<file path="src/rtl/issue_sb_pkg.sv">
package issue_sb_pkg;

    localparam int REG_W = 5;
    localparam int CNT_W = 6;
    localparam int UNIT_W = 3;

    typedef enum logic [UNIT_W-1:0] {
        U_ALU  = 3'd0,
        U_MEM  = 3'd1,
        U_FADD = 3'd2,
        U_FMUL = 3'd3,
        U_FDIV = 3'd4
    } unit_e;

    typedef enum logic [1:0] {
        HZ_NONE   = 2'b00,
        HZ_STRUCT = 2'b01,
        HZ_RAW    = 2'b10,
        HZ_WRITE  = 2'b11
    } hazard_e;

    typedef struct packed {
        logic             valid;
        logic             is_div;
        logic [REG_W-1:0] dst;
        logic [CNT_W-1:0] rem;
    } slot_t;

    function automatic logic reg_hit(input logic [REG_W-1:0] a,
                                     input logic [REG_W-1:0] b);
        return (a != '0) && (a == b);
    endfunction

endpackage

</file>
<file path="src/rtl/sb_track.sv">
module sb_track
    import issue_sb_pkg::*;
#(
    parameter int NSLOT = 8
) (
    input  logic                   clk,
    input  logic                   rst,
    input  logic                   alloc,
    input  logic                   alloc_div,
    input  logic [REG_W-1:0]       alloc_dst,
    input  logic [CNT_W-1:0]       alloc_lat,
    output slot_t [NSLOT-1:0]      slots,
    output logic                   wb_valid,
    output logic [REG_W-1:0]       wb_reg
);
    localparam int SLOT_W = (NSLOT > 1) ? $clog2(NSLOT) : 1;

    slot_t [NSLOT-1:0] slots_q;
    logic [SLOT_W-1:0] free_idx;
    logic              free_hit;
    logic [NSLOT-1:0]  wb_vec;

    assign slots = slots_q;

    always_comb begin
        free_hit = 1'b0;
        free_idx = '0;
        for (int i = NSLOT - 1; i >= 0; i--) begin
            if (!slots_q[i].valid) begin
                free_hit = 1'b1;
                free_idx = SLOT_W'(i);
            end
        end
    end

    always_comb begin
        wb_valid = 1'b0;
        wb_reg   = '0;
        for (int i = 0; i < NSLOT; i++) begin
            wb_vec[i] = slots_q[i].valid && (slots_q[i].rem == CNT_W'(1));
            if (wb_vec[i]) begin
                wb_valid = 1'b1;
                wb_reg   = slots_q[i].dst;
            end
        end
    end

    generate
        for (genvar g = 0; g < NSLOT; g++) begin : g_slot
            always_ff @(posedge clk) begin
                if (rst) begin
                    slots_q[g] <= '0;
                end else if (alloc && free_hit && (free_idx == SLOT_W'(g))) begin
                    slots_q[g].valid  <= 1'b1;
                    slots_q[g].is_div <= alloc_div;
                    slots_q[g].dst    <= alloc_dst;
                    slots_q[g].rem    <= alloc_lat;
                end else if (slots_q[g].valid) begin
                    if (slots_q[g].rem == CNT_W'(1)) begin
                        slots_q[g].valid <= 1'b0;
                        slots_q[g].rem   <= '0;
                    end else begin
                        slots_q[g].rem <= slots_q[g].rem - CNT_W'(1);
                    end
                end
            end
        end
    endgenerate

    assert_alloc_has_room_R8: assert property (@(posedge clk) disable iff (rst)
        alloc |-> free_hit);

    assert_single_writeback_R6: assert property (@(posedge clk) disable iff (rst)
        $onehot0(wb_vec));

endmodule

</file>
<file path="src/rtl/sb_check.sv">
module sb_check
    import issue_sb_pkg::*;
#(
    parameter int NSLOT   = 8,
    parameter int DIV_LAT = 25,
    parameter int DIV_II  = 25
) (
    input  slot_t [NSLOT-1:0]  slots,
    input  logic               dec_valid,
    input  logic               dec_div,
    input  logic [REG_W-1:0]   dec_dst,
    input  logic [REG_W-1:0]   dec_src_a,
    input  logic [REG_W-1:0]   dec_src_b,
    input  logic [CNT_W-1:0]   dec_lat,
    output logic               issue,
    output hazard_e            hazard
);
    localparam int BUSY_FLOOR = DIV_LAT - DIV_II + 1;

    logic raw, waw, port, div_busy, full;
    logic [CNT_W-1:0] land_rem;

    assign land_rem = dec_lat + CNT_W'(1);

    always_comb begin
        raw      = 1'b0;
        waw      = 1'b0;
        port     = 1'b0;
        div_busy = 1'b0;
        full     = 1'b1;
        for (int i = 0; i < NSLOT; i++) begin
            if (!slots[i].valid) full = 1'b0;
            if (slots[i].valid && slots[i].rem > CNT_W'(1)) begin
                if (reg_hit(dec_src_a, slots[i].dst) || reg_hit(dec_src_b, slots[i].dst))
                    raw = 1'b1;
                if (reg_hit(dec_dst, slots[i].dst))
                    waw = 1'b1;
            end
            if (slots[i].valid && slots[i].rem == land_rem)
                port = 1'b1;
            if (dec_div && slots[i].valid && slots[i].is_div &&
                slots[i].rem > CNT_W'(BUSY_FLOOR))
                div_busy = 1'b1;
        end
    end

    always_comb begin
        if (!dec_valid)            hazard = HZ_NONE;
        else if (div_busy || full) hazard = HZ_STRUCT;
        else if (raw)              hazard = HZ_RAW;
        else if (waw || port)      hazard = HZ_WRITE;
        else                       hazard = HZ_NONE;
    end

    assign issue = dec_valid && (hazard == HZ_NONE);

endmodule

</file>
<file path="src/rtl/issue_scoreboard.sv">
module issue_scoreboard
    import issue_sb_pkg::*;
#(
    parameter int NSLOT    = 8,
    parameter int LAT_ALU  = 1,
    parameter int LAT_MEM  = 2,
    parameter int LAT_FADD = 4,
    parameter int LAT_FMUL = 7,
    parameter int LAT_FDIV = 25,
    parameter int DIV_II   = 25
) (
    input  logic             clk,
    input  logic             rst,
    input  logic             dec_valid,
    input  logic [2:0]       dec_unit,
    input  logic [4:0]       dec_dst,
    input  logic [4:0]       dec_src_a,
    input  logic [4:0]       dec_src_b,
    output logic             issue,
    output logic [1:0]       hazard,
    output logic             wb_valid,
    output logic [4:0]       wb_reg
);
    localparam int BUSY_FLOOR = LAT_FDIV - DIV_II + 1;

    slot_t [NSLOT-1:0] slots;
    logic [CNT_W-1:0]  dec_lat;
    logic              dec_div;
    hazard_e           hz;

    always_comb begin
        dec_div = 1'b0;
        case (unit_e'(dec_unit))
            U_MEM:   dec_lat = CNT_W'(LAT_MEM);
            U_FADD:  dec_lat = CNT_W'(LAT_FADD);
            U_FMUL:  dec_lat = CNT_W'(LAT_FMUL);
            U_FDIV: begin
                dec_lat = CNT_W'(LAT_FDIV);
                dec_div = 1'b1;
            end
            default: dec_lat = CNT_W'(LAT_ALU);
        endcase
    end

    sb_check #(
        .NSLOT  (NSLOT),
        .DIV_LAT(LAT_FDIV),
        .DIV_II (DIV_II)
    ) u_check (
        .slots    (slots),
        .dec_valid(dec_valid),
        .dec_div  (dec_div),
        .dec_dst  (dec_dst),
        .dec_src_a(dec_src_a),
        .dec_src_b(dec_src_b),
        .dec_lat  (dec_lat),
        .issue    (issue),
        .hazard   (hz)
    );

    sb_track #(
        .NSLOT(NSLOT)
    ) u_track (
        .clk      (clk),
        .rst      (rst),
        .alloc    (issue),
        .alloc_div(dec_div),
        .alloc_dst(dec_dst),
        .alloc_lat(dec_lat),
        .slots    (slots),
        .wb_valid (wb_valid),
        .wb_reg   (wb_reg)
    );

    assign hazard = hz;

    // invariants over the tracked state
    logic [NSLOT-1:0] occupied;
    logic [NSLOT-1:0] div_window;
    logic             dup_dest;

    always_comb begin
        dup_dest = 1'b0;
        for (int i = 0; i < NSLOT; i++) begin
            occupied[i]   = slots[i].valid;
            div_window[i] = slots[i].valid && slots[i].is_div &&
                            (slots[i].rem > CNT_W'(BUSY_FLOOR));
            for (int j = i + 1; j < NSLOT; j++) begin
                if (slots[i].valid && slots[j].valid &&
                    slots[i].rem > CNT_W'(1) && slots[j].rem > CNT_W'(1) &&
                    reg_hit(slots[i].dst, slots[j].dst))
                    dup_dest = 1'b1;
            end
        end
    end

    assert_issue_needs_valid_R11: assert property (@(posedge clk) disable iff (rst)
        issue |-> dec_valid);

    assert_idle_quiet_R2: assert property (@(posedge clk) disable iff (rst)
        !dec_valid |-> (hazard == 2'b00) && !issue);

    assert_alu_lands_next_R3: assert property (@(posedge clk) disable iff (rst)
        (issue && dec_lat == CNT_W'(1)) |=> (wb_valid && wb_reg == $past(dec_dst)));

    assert_no_twin_dest_R5: assert property (@(posedge clk) disable iff (rst)
        !dup_dest);

    assert_one_divide_R7: assert property (@(posedge clk) disable iff (rst)
        $onehot0(div_window));

    assert_full_blocks_R8: assert property (@(posedge clk) disable iff (rst)
        (&occupied) |-> !issue);

endmodule

</file>
<file path="config.mk">
export PLATFORM = sky130hd
export DESIGN_NAME = issue_scoreboard
export DESIGN_NICKNAME = d
export VERILOG_FILES = /design/src/rtl/issue_sb_pkg.sv /design/src/rtl/sb_track.sv /design/src/rtl/sb_check.sv /design/src/rtl/issue_scoreboard.sv
export SDC_FILE = /design/constraint.sdc
export NUM_CORES = 1
export LEC_CHECK = 0
export ABC_AREA = 1
export BUFFER_PORTS_ARGS = -buffer_cell sky130_fd_sc_hd__buf_2
export CELL_PAD_IN_SITES_DETAIL_PLACEMENT = 0
export CELL_PAD_IN_SITES_GLOBAL_PLACEMENT = 1
export CORE_AREA = 2 2 137 139
export DETAILED_ROUTE_END_ITERATION = 7
export DIE_AREA = 0 0 139 141
export GPL_TIMING_DRIVEN = 0
export PLACE_DENSITY = 0.83
export SLEW_MARGIN = 0
export SYNTH_ARGS = -nofsm -noshare
export SYNTH_HDL_FRONTEND = slang
export SYNTH_HIERARCHICAL = 1
export SYNTH_SLANG_ARGS = --single-unit
export TNS_END_PERCENT = 5
</file>
<file path="constraint.sdc">
create_clock -name clk -period 12.11 [get_ports clk]
set_input_delay 3.633 -clock clk [delete_from_list [all_inputs] [get_ports clk]]
set_output_delay 3.633 -clock clk [all_outputs]
set_load 0.01 [all_outputs]
</file>
==> results of run 1 <==
## worst register-to-register path, cell delays in order, from the launching register on
cell and delay (ns):
sky130_fd_sc_hd__dfxtp_1 0.37, sky130_fd_sc_hd__nor2_1 0.12, sky130_fd_sc_hd__nand4_1 0.13, sky130_fd_sc_hd__nand2_1 0.18, sky130_fd_sc_hd__inv_1 0.10, sky130_fd_sc_hd__nand2_1 0.07, sky130_fd_sc_hd__nand3_1 0.06, sky130_fd_sc_hd__nor2_1 0.10
sky130_fd_sc_hd__nand3_1 0.07, sky130_fd_sc_hd__a21oi_1 0.28, sky130_fd_sc_hd__nand2_1 0.15, sky130_fd_sc_hd__nor3_2 0.38, sky130_fd_sc_hd__inv_1 0.10, sky130_fd_sc_hd__nor2_2 0.27, sky130_fd_sc_hd__nand3_1 0.34, sky130_fd_sc_hd__buf_2 0.31
sky130_fd_sc_hd__o21ai_0 0.18, sky130_fd_sc_hd__a21oi_1 0.09
## cell type report
class	count	share of cell area, %
buffer	43	2.64
multi-input combinational	1068	60.4
timing repair buffer	18	0.971
tap	234	3.16
sequential	104	22.4
clock buffer	10	2.58
clock inverter	6	0.823
inverter	172	6.96
## routing by layer
layer / GRT usage, % / routed length [µm]
met1: 36.3 / 12500
met5: 1.75 / 46
met4: 13.3 / 1160
met2: 47.6 / 12900
met3: 3.33 / 1430
## cells in the mapped netlist
library cell and instances:
sky130_fd_sc_hd__nand2_2 15, sky130_fd_sc_hd__ha_1 17, sky130_fd_sc_hd__or2_2 1, sky130_fd_sc_hd__nand2_4 2
sky130_fd_sc_hd__inv_2 11, sky130_fd_sc_hd__a21oi_2 2, sky130_fd_sc_hd__nor4_1 2, sky130_fd_sc_hd__buf_6 6
sky130_fd_sc_hd__o22ai_1 14, sky130_fd_sc_hd__inv_1 161, sky130_fd_sc_hd__o21ai_2 1, sky130_fd_sc_hd__o211ai_1 2
sky130_fd_sc_hd__a21oi_1 95, sky130_fd_sc_hd__nand4_1 25, sky130_fd_sc_hd__xnor2_1 75, sky130_fd_sc_hd__nor2_4 4
sky130_fd_sc_hd__nor2_2 6, sky130_fd_sc_hd__nor2_1 178, sky130_fd_sc_hd__clkbuf_2 1, sky130_fd_sc_hd__a31oi_1 1
sky130_fd_sc_hd__xor2_1 81, sky130_fd_sc_hd__buf_4 4, sky130_fd_sc_hd__conb_1 1, sky130_fd_sc_hd__o21bai_1 1
sky130_fd_sc_hd__nor3_1 12, sky130_fd_sc_hd__o21ai_0 46, sky130_fd_sc_hd__nand3_1 106, sky130_fd_sc_hd__nand2_1 350
sky130_fd_sc_hd__dfxtp_1 104, sky130_fd_sc_hd__a31oi_2 1, sky130_fd_sc_hd__and3_1 1, sky130_fd_sc_hd__buf_2 18
sky130_fd_sc_hd__nand3b_1 3, sky130_fd_sc_hd__nor3_2 2, sky130_fd_sc_hd__o32ai_1 1, sky130_fd_sc_hd__nand3_2 7
sky130_fd_sc_hd__o22ai_2 1, sky130_fd_sc_hd__clkbuf_1 14, sky130_fd_sc_hd__nor2b_1 1, sky130_fd_sc_hd__o21ai_1 7
## worst min-delay path by stage
stage | from | to | slack (ns) | cells after the start
after floorplan | u_track/slots[89]$_SDFFE_PP0P_ | u_track/slots[89]$_SDFFE_PP0P_ | 0.42 | 2
after global placement | u_track/slots[89]$_SDFFE_PP0P_ | u_track/slots[89]$_SDFFE_PP0P_ | 0.44 | 2
after detailed placement | u_track/slots[89]$_SDFFE_PP0P_ | u_track/slots[89]$_SDFFE_PP0P_ | 0.45 | 2
after CTS | u_track/slots[89]$_SDFFE_PP0P_ | u_track/slots[89]$_SDFFE_PP0P_ | 0.47 | 2
after global routing | u_track/slots[63]$_SDFFE_PP0P_ | u_track/slots[63]$_SDFFE_PP0P_ | 0.50 | 2
final | u_track/slots[89]$_SDFFE_PP0P_ | u_track/slots[89]$_SDFFE_PP0P_ | 0.46 | 2
## cell families after synthesis
family                   Yosys count  share of synthesized area (%)
AND/OR/NAND/NOR                  715                           35.9
XOR/XNOR                         156                           16.0
AO/OA/AOI/OAI                    172                           10.7
buffers and inverters            215                           10.4
flip-flops                       104                           24.4
adder cells (fa/ha/maj)           17                           2.49
other                              1                         0.0439
## per-stage QoR
stage,util [%],cells,setup WS (ns),total power [µW]
3_3_place_gp,49.0,1639,1.26,577
6_report,50.8,1655,1.54,892
4_1_cts,50.8,1655,1.62,898
3_5_place_dp,49.0,1639,1.64,579
5_1_grt,50.8,1655,1.36,939
2_1_floorplan,-,1387,2.71,525
## power by group
group,internal [µW],switching (µW)
Clock,170,147
Sequential,354,22.8
Combinational,71.3,127
Total,595,297
==> flow_summary_export.csv, run 1 <==
group,metric,value,unit
setup_path,cp_top_family,"simple AND/OR/NAND/NOR gates",
setup_path,worst_r2r_endpoint,"u_track/slots[28]$_SDFFE_PP0P_",
power_and_ir_drop,power.density,96.1,mW/mm²
finish,fill_cells,1960,
synth,mapped_avg_cell_area,6.19,µm²
clock_tree,insertion_delay,0.36,ns
timing,final.period_utilization,87.3,%
synth,synth_area,0.00854,mm²
clock_tree,clock_sink_count,104,
finish,layout.cells.most_common_list,"sky130_fd_sc_hd__nand2_1 (350), sky130_fd_sc_hd__nor2_1 (178), sky130_fd_sc_hd__inv_1 (161)",
setup_path,timing.critical_path.depth,19,
die,row_count,50,
setup_path,worst_path_max_delay_cell,"sky130_fd_sc_hd__inv_1",
clock_tree,post-cts-setup-buffer-count,0,
global_routing,grt-ovfl-total,0,
power_and_ir_drop,vdd.ir_drop.worst,75.6,µV
finish,n_antenna_cell,0,
placed_design,portBuffers,18,
synth,postSynthCellCount,1380,
die,io_pins,30,
timing,worst_pin_slew,1.03,ns
worst_hold_path,worstHoldPathType,"reg -> reg",
timing,final-setup-viol-count,0,
route,drc,0,
clock_tree,h_tree_depth,3,
clock_tree,clk_transition_reported_paths,0.08,ns
setup_path,cp-start-kind,"primary input",
timing,slew_limit_fails,0,
finish,post-route-cell-area,0.00928,mm²
global_routing,grt_first_pass_wirelength,43300,µm
placed_design,gp_congestion,0.923,
route,detail_route.wl_per_cell,16.9,µm
die,fp.dieArea,0.0196,mm²
setup_path,max_stage_delay,0.52,ns
clock_tree,ctsLongestPathBuffers,2,
synth,synth.ff_latch_count,104,
synth,synth.yosys.seq_area_share,24.4,%
route,dr.pass1.iters,5,
die,die_y,141,µm
global_routing,largest_net_degree_at_the_start_of_global_routing,19,
setup_path,critical_path.most_common_cell,"sky130_fd_sc_hd__nand2_1",
finish,layout.nets,1454,
timing,final.setup.tns,0,ns
setup_path,critPathArrivalTime,6.93,ns
clock_tree,cts_root_buffer,"sky130_fd_sc_hd__clkbuf_16",
route,antenna_violating_nets_post_route,0,
setup_path,critical_path.endpoint,"issue",
route,totalWireLength,28000,µm
setup_path,worst-setup-path-type,"in -> out",
setup_path,cp.required,8.48,ns
die,core-area,0.0183,mm²
timing,grt_setup_unrepaired,"no",
timing,finalWorstPathRequiredPeriod,10.57,ns
setup_path,maximum_fanout_count_along_the_critical_path,13,
finish,layout_commonest_cell,"sky130_fd_sc_hd__nand2_1",
flow_run,maxCapViolations,0,
route,post_drt_via_cell_ratio,5.24,
placed_design,dp_hpwl,21400,µm
clock_tree,cts-hold-fix-buffers,0,
finish,multi_input_area,0.00561,mm²
finish,post_route_cells_drive_above_1_share,8.30,%
global_routing,grt_util_all_layers,28.3,%
synth,synth.distinct_cells,40,
die,starting_density_of_the_core,46.8,%
timing,max_slew_margin,31.2,%
placed_design,post_dp_area,0.00896,mm²
finish,area_growth_syn_to_layout,8.60,%
power_and_ir_drop,p_leak,0.00420,µW
setup_path,critical_path.n_buffers_inverters,5,
setup_path,timing.rr.start,"u_track/slots[1]$_SDFFE_PP0P_",
synth,synth_top_cells_by_area,"sky130_fd_sc_hd__dfxtp_1 (24%), sky130_fd_sc_hd__nand2_1 (15%), sky130_fd_sc_hd__xor2_1 (8.3%)",
synth,post-synth-top-area-fraction,24.4,%
finish,flip_flop_count_of_the_largest_register_after_layout,104,
synth,synth_area_leader_cell,"sky130_fd_sc_hd__dfxtp_1",
synth,synth_warn,6,
route,routed-via-count,8680,
die,die_width,139,µm
timing,clock_skew,0.00882,ns
setup_path,rr_worst_depth,17,
setup_path,worstPathCellList,"buf_2 -> inv_1 -> nand3_1 -> nand2_1 -> inv_1 -> ha_1 -> nand2_2 -> nand2_1 -> nand2_1 -> nand2_1 -> inv_1 -> nand2_1 -> nor2_1 -> nand3_1 -> nand2_1 -> nor2_1 -> nand3_2 -> nor3_2 -> buf_2",
clock_tree,tritoncts,"built",
setup_path,setup.worst_path.end_class,"output pin",
timing,timing.fmax,0.0946,GHz
setup_path,r2r_slack,8.67,ns
timing,report.final.hold_viol_count,0,
route,first_iter_violations,632,
setup_path,startpoint,"dec_unit[1]",
status,result_of_the_run,"finished, final reports clean",
clock_tree,post_cts.resized_instances,0,
clock_tree,cts_inserted_buffers,9,
global_routing,initial_antenna_violation_count,0,
global_routing,first_global_vias,7885,
timing,hold_slack,0.465,ns
finish,area.sequential,0.00208,mm²
Power figures use the tool's default switching activity.
==> run 2: changes to the inputs <==
--- a/config.mk
+++ b/config.mk
@@ -6,13 +6,12 @@
 export NUM_CORES = 1
 export LEC_CHECK = 0
-export ABC_AREA = 1
 export BUFFER_PORTS_ARGS = -buffer_cell sky130_fd_sc_hd__buf_2
 export CELL_PAD_IN_SITES_DETAIL_PLACEMENT = 0
 export CELL_PAD_IN_SITES_GLOBAL_PLACEMENT = 1
-export CORE_AREA = 2 2 137 139
+export CORE_AREA = 4 4 135 137
 export DETAILED_ROUTE_END_ITERATION = 7
 export DIE_AREA = 0 0 139 141
 export GPL_TIMING_DRIVEN = 0
-export PLACE_DENSITY = 0.83
+export PLACE_DENSITY = 0.82
 export SLEW_MARGIN = 0
 export SYNTH_ARGS = -nofsm -noshare
==> constraint.sdc (replaced) <==
create_clock -name clk -period 12.11 [get_ports clk]
set_input_delay 3.633 -clock clk [delete_from_list [all_inputs] [get_ports clk]]
set_output_delay 3.633 -clock clk [all_outputs]
set_load 0.005 [all_outputs]
==> flow_summary_export.csv, run 2 <==
group,metric,value,unit
timing,worst_pin_slew,0.954,ns
clock_tree,tritoncts,"built",
route,antenna_violating_nets_post_route,0,
clock_tree,h_tree_depth,3,
finish,fill_cells,1727,
power_and_ir_drop,power.density,88.5,mW/mm²
setup_path,r2r_slack,7.68,ns
synth,synth_area,0.00840,mm²
power_and_ir_drop,p_leak,0.00319,µW
finish,area_growth_syn_to_layout,7.95,%
timing,report.final.hold_viol_count,0,
timing,final.setup.tns,0,ns
synth,synth-main-ff-cell,"sky130_fd_sc_hd__dfxtp_1",
synth,synth_area_leader_cell,"sky130_fd_sc_hd__dfxtp_1",
worst_hold_path,worstHoldPathType,"reg -> reg",
placed_design,dp_hpwl,20800,µm
die,row_count,48,
die,starting_density_of_the_core,49.3,%
setup_path,worst-setup-path-type,"in -> out",
worst_hold_path,min_to,"u_track/slots[63]$_SDFFE_PP0P_",
clock_tree,post_cts.resized_instances,0,
finish,layout.nets,1132,
global_routing,first_global_vias,7445,
finish,finish.utilization,53.2,%
global_routing,grt_util_all_layers,28.4,%
setup_path,critPathArrivalTime,6.94,ns
synth,synth.distinct_cells,89,
synth,postSynthCellCount,1068,
finish,post_route_cells_drive_above_1_share,8.37,%
global_routing,initial_antenna_violation_count,0,
synth,mapped_avg_cell_area,7.87,µm²
power_and_ir_drop,vdd.ir_drop.worst,61.7,µV
timing,timing.fmax,0.0946,GHz
synth,synth.top_cells.by_count,"sky130_fd_sc_hd__xnor2_1 (129), sky130_fd_sc_hd__nand2_1 (113), sky130_fd_sc_hd__dfxtp_1 (104), sky130_fd_sc_hd__nor2_1 (80), sky130_fd_sc_hd__a21oi_1 (73)",
route,detail_route.wl_per_cell,21.3,µm
placed_design,post_dp_area,0.00876,mm²
placed_design,portBuffers,13,
setup_path,cp.required,8.48,ns
timing,final-setup-viol-count,0,
synth,synth-async-reset-ratio,0,%
flow_run,maxCapViolations,0,
status,result_of_the_run,"finished, final reports clean",
timing,slew_limit_fails,0,
clock_tree,cts_root_buffer,"sky130_fd_sc_hd__clkbuf_16",
finish,post-route-cell-area,0.00907,mm²
global_routing,largest_net_degree_at_the_start_of_global_routing,19,
clock_tree,clock_sink_count,104,
die,fp.dieArea,0.0196,mm²
route,first_iter_violations,650,
synth,synth.ff_latch_count,104,
setup_path,setup.worst_path.end_class,"output pin",
finish,area.sequential,0.00208,mm²
clock_tree,post-cts-setup-buffer-count,0,
finish,layout.cells.most_common_list,"sky130_fd_sc_hd__xnor2_1 (129), sky130_fd_sc_hd__nand2_1 (113), sky130_fd_sc_hd__dfxtp_1 (104)",
timing,grt_setup_unrepaired,"no",
route,drc,0,
finish,n_antenna_cell,0,
route,routed-via-count,8049,
synth,synth.yosys.seq_area_share,24.8,%
route,dr.pass1.iters,5,
timing,max_slew_margin,35.8,%
setup_path,maximum_fanout_count_along_the_critical_path,10,
setup_path,cp-start-kind,"primary input",
finish,multi_input_area,0.00582,mm²
synth,synth_top_cells_by_area,"sky130_fd_sc_hd__dfxtp_1 (25%), sky130_fd_sc_hd__xnor2_1 (13%), sky130_fd_sc_hd__nand2_1 (5.0%)",
timing,final.period_utilization,87.3,%
finish,layout_commonest_cell,"sky130_fd_sc_hd__xnor2_1",
clock_tree,cts_inserted_buffers,9,
finish,flip_flop_count_of_the_largest_register_after_layout,104,
synth,synth_warn,6,
worst_hold_path,worstHoldPathCells,2,
route,totalWireLength,28200,µm
synth,post-synth-top-count-cell,"sky130_fd_sc_hd__xnor2_1",
clock_tree,ctsLongestPathBuffers,2,
setup_path,rr_worst_depth,14,
clock_tree,cts-hold-fix-buffers,0,
global_routing,grt_first_pass_wirelength,43800,µm
worst_hold_path,timing.hold.worst.start,"u_track/slots[63]$_SDFFE_PP0P_",
timing,clock_skew,0.00944,ns
timing,finalWorstPathRequiredPeriod,10.57,ns
die,core-area,0.0171,mm²
global_routing,grt-ovfl-total,0,
synth,count_of_flip_flops_with_a_built_in_enable_after_synthesis,0,
die,io_pins,30,
placed_design,gp_congestion,0.866,
synth,post-synth-top-area-fraction,24.8,%
setup_path,worst_r2r_endpoint,"u_track/slots[92]$_SDFFE_PP0P_",
clock_tree,clk_transition_reported_paths,0.07,ns
die,die_width,139,µm
route,post_drt_via_cell_ratio,6.08,
clock_tree,insertion_delay,0.36,ns
die,die_y,141,µm
setup_path,timing.rr.start,"u_track/slots[30]$_SDFFE_PP0P_",
## run 2: changes by cell type after synthesis, sizes merged, moves of 19 or more
cell	change
nand2	-254
inv	-138
nor2	-107
nand3	-80
xnor2	+54
o21ai	-44
xor2	-35
clkbuf	+33
nor3	+26
mux2i	+25
a21oi	-24
o211ai	+20
a211oi	+19
## run 2: layout make-up
cell class	count	share of cell area [%]
clock inverters	6	0.828
clock buffers	10	2.63
plain buffers	80	4.23
multi-input cells	852	64.1
well taps	225	3.10
inverters	34	1.41
repair buffers	13	0.717
flip-flops and latches	104	23.0
## run 2: stage by stage
step,hold WS [ns],power (µW),setup slack (ns),instances
floorplan,0.432,461,2.34,1070
global placement,0.451,494,1.58,1308
detailed placement,0.453,496,1.61,1308
CTS,0.462,807,1.58,1324
global route,0.488,836,1.22,1324
finish,0.467,803,1.54,1324
## run 2: cells by family (layout without fill, tap and decap cells)
group	after synthesis	count (layout)	synth area share, %
buffers and inverters	114	143	6.09
DFF	104	104	24.8
other	1	3	0.0446
adders and majority gates	17	17	2.53
muxes	27	27	3.25
AOI/OAI and AO/OA	231	231	19.3
xor gates and xnor gates	179	179	19.4
and+or+nand+nor	395	395	24.6
## run 2: worst max-delay path: stages
cell and delay [ns]:
sky130_fd_sc_hd__buf_2 0.12, sky130_fd_sc_hd__nor3b_1 0.55, sky130_fd_sc_hd__buf_2 0.41, sky130_fd_sc_hd__and3b_1 0.22, sky130_fd_sc_hd__o221ai_1 0.16, sky130_fd_sc_hd__a211oi_1 0.15
sky130_fd_sc_hd__a221oi_2 0.33, sky130_fd_sc_hd__a21oi_1 0.07, sky130_fd_sc_hd__or4_4 0.57, sky130_fd_sc_hd__nor4b_2 0.51, sky130_fd_sc_hd__buf_2 0.21
## run 2: power breakdown
part	total [µW]	switching [µW]	leakage (µW)	internal, µW
Clock	313	144	0.000151	169
Sequential	358	10.8	0.000839	347
Combinational	133	78.2	0.00220	54.4
## run 2: worst max path at each step
stage          slack (ns)  cells after the start     to         from
3_3_place_gp         1.58                     11  issue  dec_unit[0]
5_1_grt              1.22                     11  issue  dec_unit[0]
4_1_cts              1.58                     11  issue  dec_unit[0]
6_report             1.54                     11  issue  dec_unit[0]
2_1_floorplan        2.34                     11  issue  dec_unit[1]
3_5_place_dp         1.61                     11  issue  dec_unit[0]
## run 2: layer usage
| metal | vias to the layer above | wire [µm] | track usage, % | share of wire, % |
|---|---|---|---|---|
| met5 | - | 0 | 0 | 0 |
| met4 | 0 | 834 | 9.22 | 3.0 |
| met3 | 54 | 1930 | 3.97 | 6.9 |
| met2 | 316 | 13100 | 47.2 | 47 |
| met1 | 3838 | 12300 | 38.3 | 44 |
| li1 | 3841 | - | - | - |
==> run 3: changes to the inputs <==
- ABC_AREA: unset -> 1
- CORE_AREA: 4 4 135 137 -> 4 4 139 141
- DIE_AREA: 0 0 139 141 -> 0 0 143 145
- PLACE_DENSITY: 0.82 -> 0.83
==> flow_summary_export.csv, run 3 (synthesized netlist as in run 1, its figures left out) <==
group,metric,value,unit
power_and_ir_drop,power.density,95.5,mW/mm²
route,dr.pass1.iters,5,
power_and_ir_drop,vdd.ir_drop.worst,73.5,µV
global_routing,grt_util_all_layers,26.7,%
clock_tree,h_tree_depth,3,
route,routed-via-count,8645,
timing,timing.fmax,0.0945,GHz
die,die_width,143,µm
setup_path,cp.required,8.48,ns
finish,layout.cells.most_common_list,"sky130_fd_sc_hd__nand2_1 (350), sky130_fd_sc_hd__nor2_1 (178), sky130_fd_sc_hd__inv_1 (161)",
global_routing,initial_antenna_violation_count,0,
worst_hold_path,min_to,"u_track/slots[89]$_SDFFE_PP0P_",
clock_tree,tritoncts,"built",
worst_hold_path,timing.hold.worst.start,"u_track/slots[89]$_SDFFE_PP0P_",
global_routing,grt_first_pass_wirelength,43500,µm
timing,setup_ws,1.53,ns
finish,layout_commonest_cell,"sky130_fd_sc_hd__nand2_1",
setup_path,timing.rr.start,"u_track/slots[18]$_SDFFE_PP0P_",
placed_design,gp_congestion,0.917,
finish,n_antenna_cell,0,
die,die_y,145,µm
die,row_count,49,
timing,report.final.hold_viol_count,0,
placed_design,portBuffers,18,
finish,post-route-cell-area,0.00928,mm²
setup_path,maximum_fanout_count_along_the_critical_path,11,
setup_path,setup.worst_path.end_class,"output pin",
setup_path,worst_path_max_delay_cell,"sky130_fd_sc_hd__nor2_1",
timing,slew_limit_fails,0,
power_and_ir_drop,power,886,µW
placed_design,dpl_worst_slack,1.53,ns
finish,layout.nets,1455,
timing,finalWorstPathRequiredPeriod,10.58,ns
worst_hold_path,worstHoldPathType,"reg -> reg",
global_routing,first_global_vias,7925,
timing,clock_skew,0.0112,ns
clock_tree,cts_root_buffer,"sky130_fd_sc_hd__clkbuf_16",
die,core-area,0.0180,mm²
clock_tree,post_cts.resized_instances,0,
clock_tree,clock_sink_count,104,
route,drc,0,
setup_path,worst-setup-path-type,"in -> out",
setup_path,critPathArrivalTime,6.95,ns
route,totalWireLength,28100,µm
finish,flip_flop_count_of_the_largest_register_after_layout,104,
setup_path,worst_r2r_endpoint,"u_track/slots[28]$_SDFFE_PP0P_",
timing,hold_slack,0.449,ns
setup_path,cp_top_family,"simple AND/OR/NAND/NOR gates",
global_routing,grt-ovfl-total,0,
setup_path,critical_path.most_common_cell,"sky130_fd_sc_hd__nand2_1",
placed_design,dp_hpwl,21400,µm
setup_path,timing.critical_path.depth,16,
timing,grt_setup_unrepaired,"no",
timing,final.period_utilization,87.4,%
timing,final-setup-viol-count,0,
timing,max_slew_margin,30.5,%
route,first_iter_violations,676,
placed_design,post_dp_area,0.00897,mm²
route,antenna_violating_nets_post_route,0,
clock_tree,ctsLongestPathBuffers,2,
timing,worst_pin_slew,1.04,ns
finish,post_route_cells_drive_above_1_share,8.37,%
setup_path,r2r_slack,8.72,ns
worst_hold_path,worstHoldPathCells,2,
global_routing,largest_net_degree_at_the_start_of_global_routing,20,
status,result_of_the_run,"finished, final reports clean",
flow_run,maxCapViolations,0,
setup_path,cp-start-kind,"primary input",
die,starting_density_of_the_core,47.6,%
clock_tree,clk_transition_reported_paths,0.07,ns
clock_tree,post-cts-setup-buffer-count,0,
clock_tree,insertion_delay,0.36,ns
route,post_drt_via_cell_ratio,5.24,
power_and_ir_drop,p_leak,0.00421,µW
finish,area_growth_syn_to_layout,8.64,%
die,io_pins,30,
clock_tree,cts_inserted_buffers,9,
route,detail_route.wl_per_cell,17.0,µm
clock_tree,cts-hold-fix-buffers,0,
setup_path,max_stage_delay,0.78,ns
setup_path,worstPathCellList,"buf_2 -> inv_1 -> nor2_1 -> nand2_2 -> nand2_1 -> nand2_1 -> nand2_1 -> inv_1 -> nand2_1 -> nor2_1 -> nand3_1 -> nand2_1 -> nor2_1 -> nand3_2 -> nor3_2 -> buf_2",
setup_path,critical_path.n_buffers_inverters,4,
die,fp.dieArea,0.0207,mm²
timing,final.setup.tns,0,ns
setup_path,rr_worst_depth,17,
[run 3: final cells by class]
type,count,area (µm²)
sequential,104,2080
clock buffer,9,225
multi-input combinational,1068,5610
fill,1934,8680
tap,229,287
inverter,172,646
timing repair buffer,19,101
clock inverter,7,88.8
buffer,43,245
[run 3: worst min-delay path: stages (launching register included)]
cell,delay [ns]
sky130_fd_sc_hd__dfxtp_1,0.31
sky130_fd_sc_hd__inv_1,0.05
sky130_fd_sc_hd__a21oi_1,0.05
[run 3: per-layer routing]
metal  wire length (µm)  part of all wire (%)  track usage (%)
met5                  0                     0                0
met3               1400                   5.0             2.70
met4                898                   3.2             9.22
met1              12400                    44             35.7
met2              13400                    48             44.8
[run 3: how the worst max path moves through the flow]
stage,startpoint,end
global route,dec_unit[1],issue
CTS,dec_unit[1],issue
detailed placement,dec_unit[1],issue
finish,dec_unit[1],issue
floorplan,dec_unit[0],issue
global placement,dec_unit[0],issue
[run 3: through the flow]
stage / std cells / utilization (%)
5_1_grt: 1651 / 51.7
3_5_place_dp: 1635 / 49.9
2_1_floorplan: 1387 / -
6_report: 1651 / 51.7
4_1_cts: 1651 / 51.7
3_3_place_gp: 1634 / 49.8
[run 3: power by group]
| part | switching (µW) | total, µW | internal, µW |
|---|---|---|---|
| registers | 22.7 | 377 | 354 |
| clock network | 148 | 313 | 165 |
| logic | 126 | 197 | 71.6 |
| total | 296 | 886 | 590 |
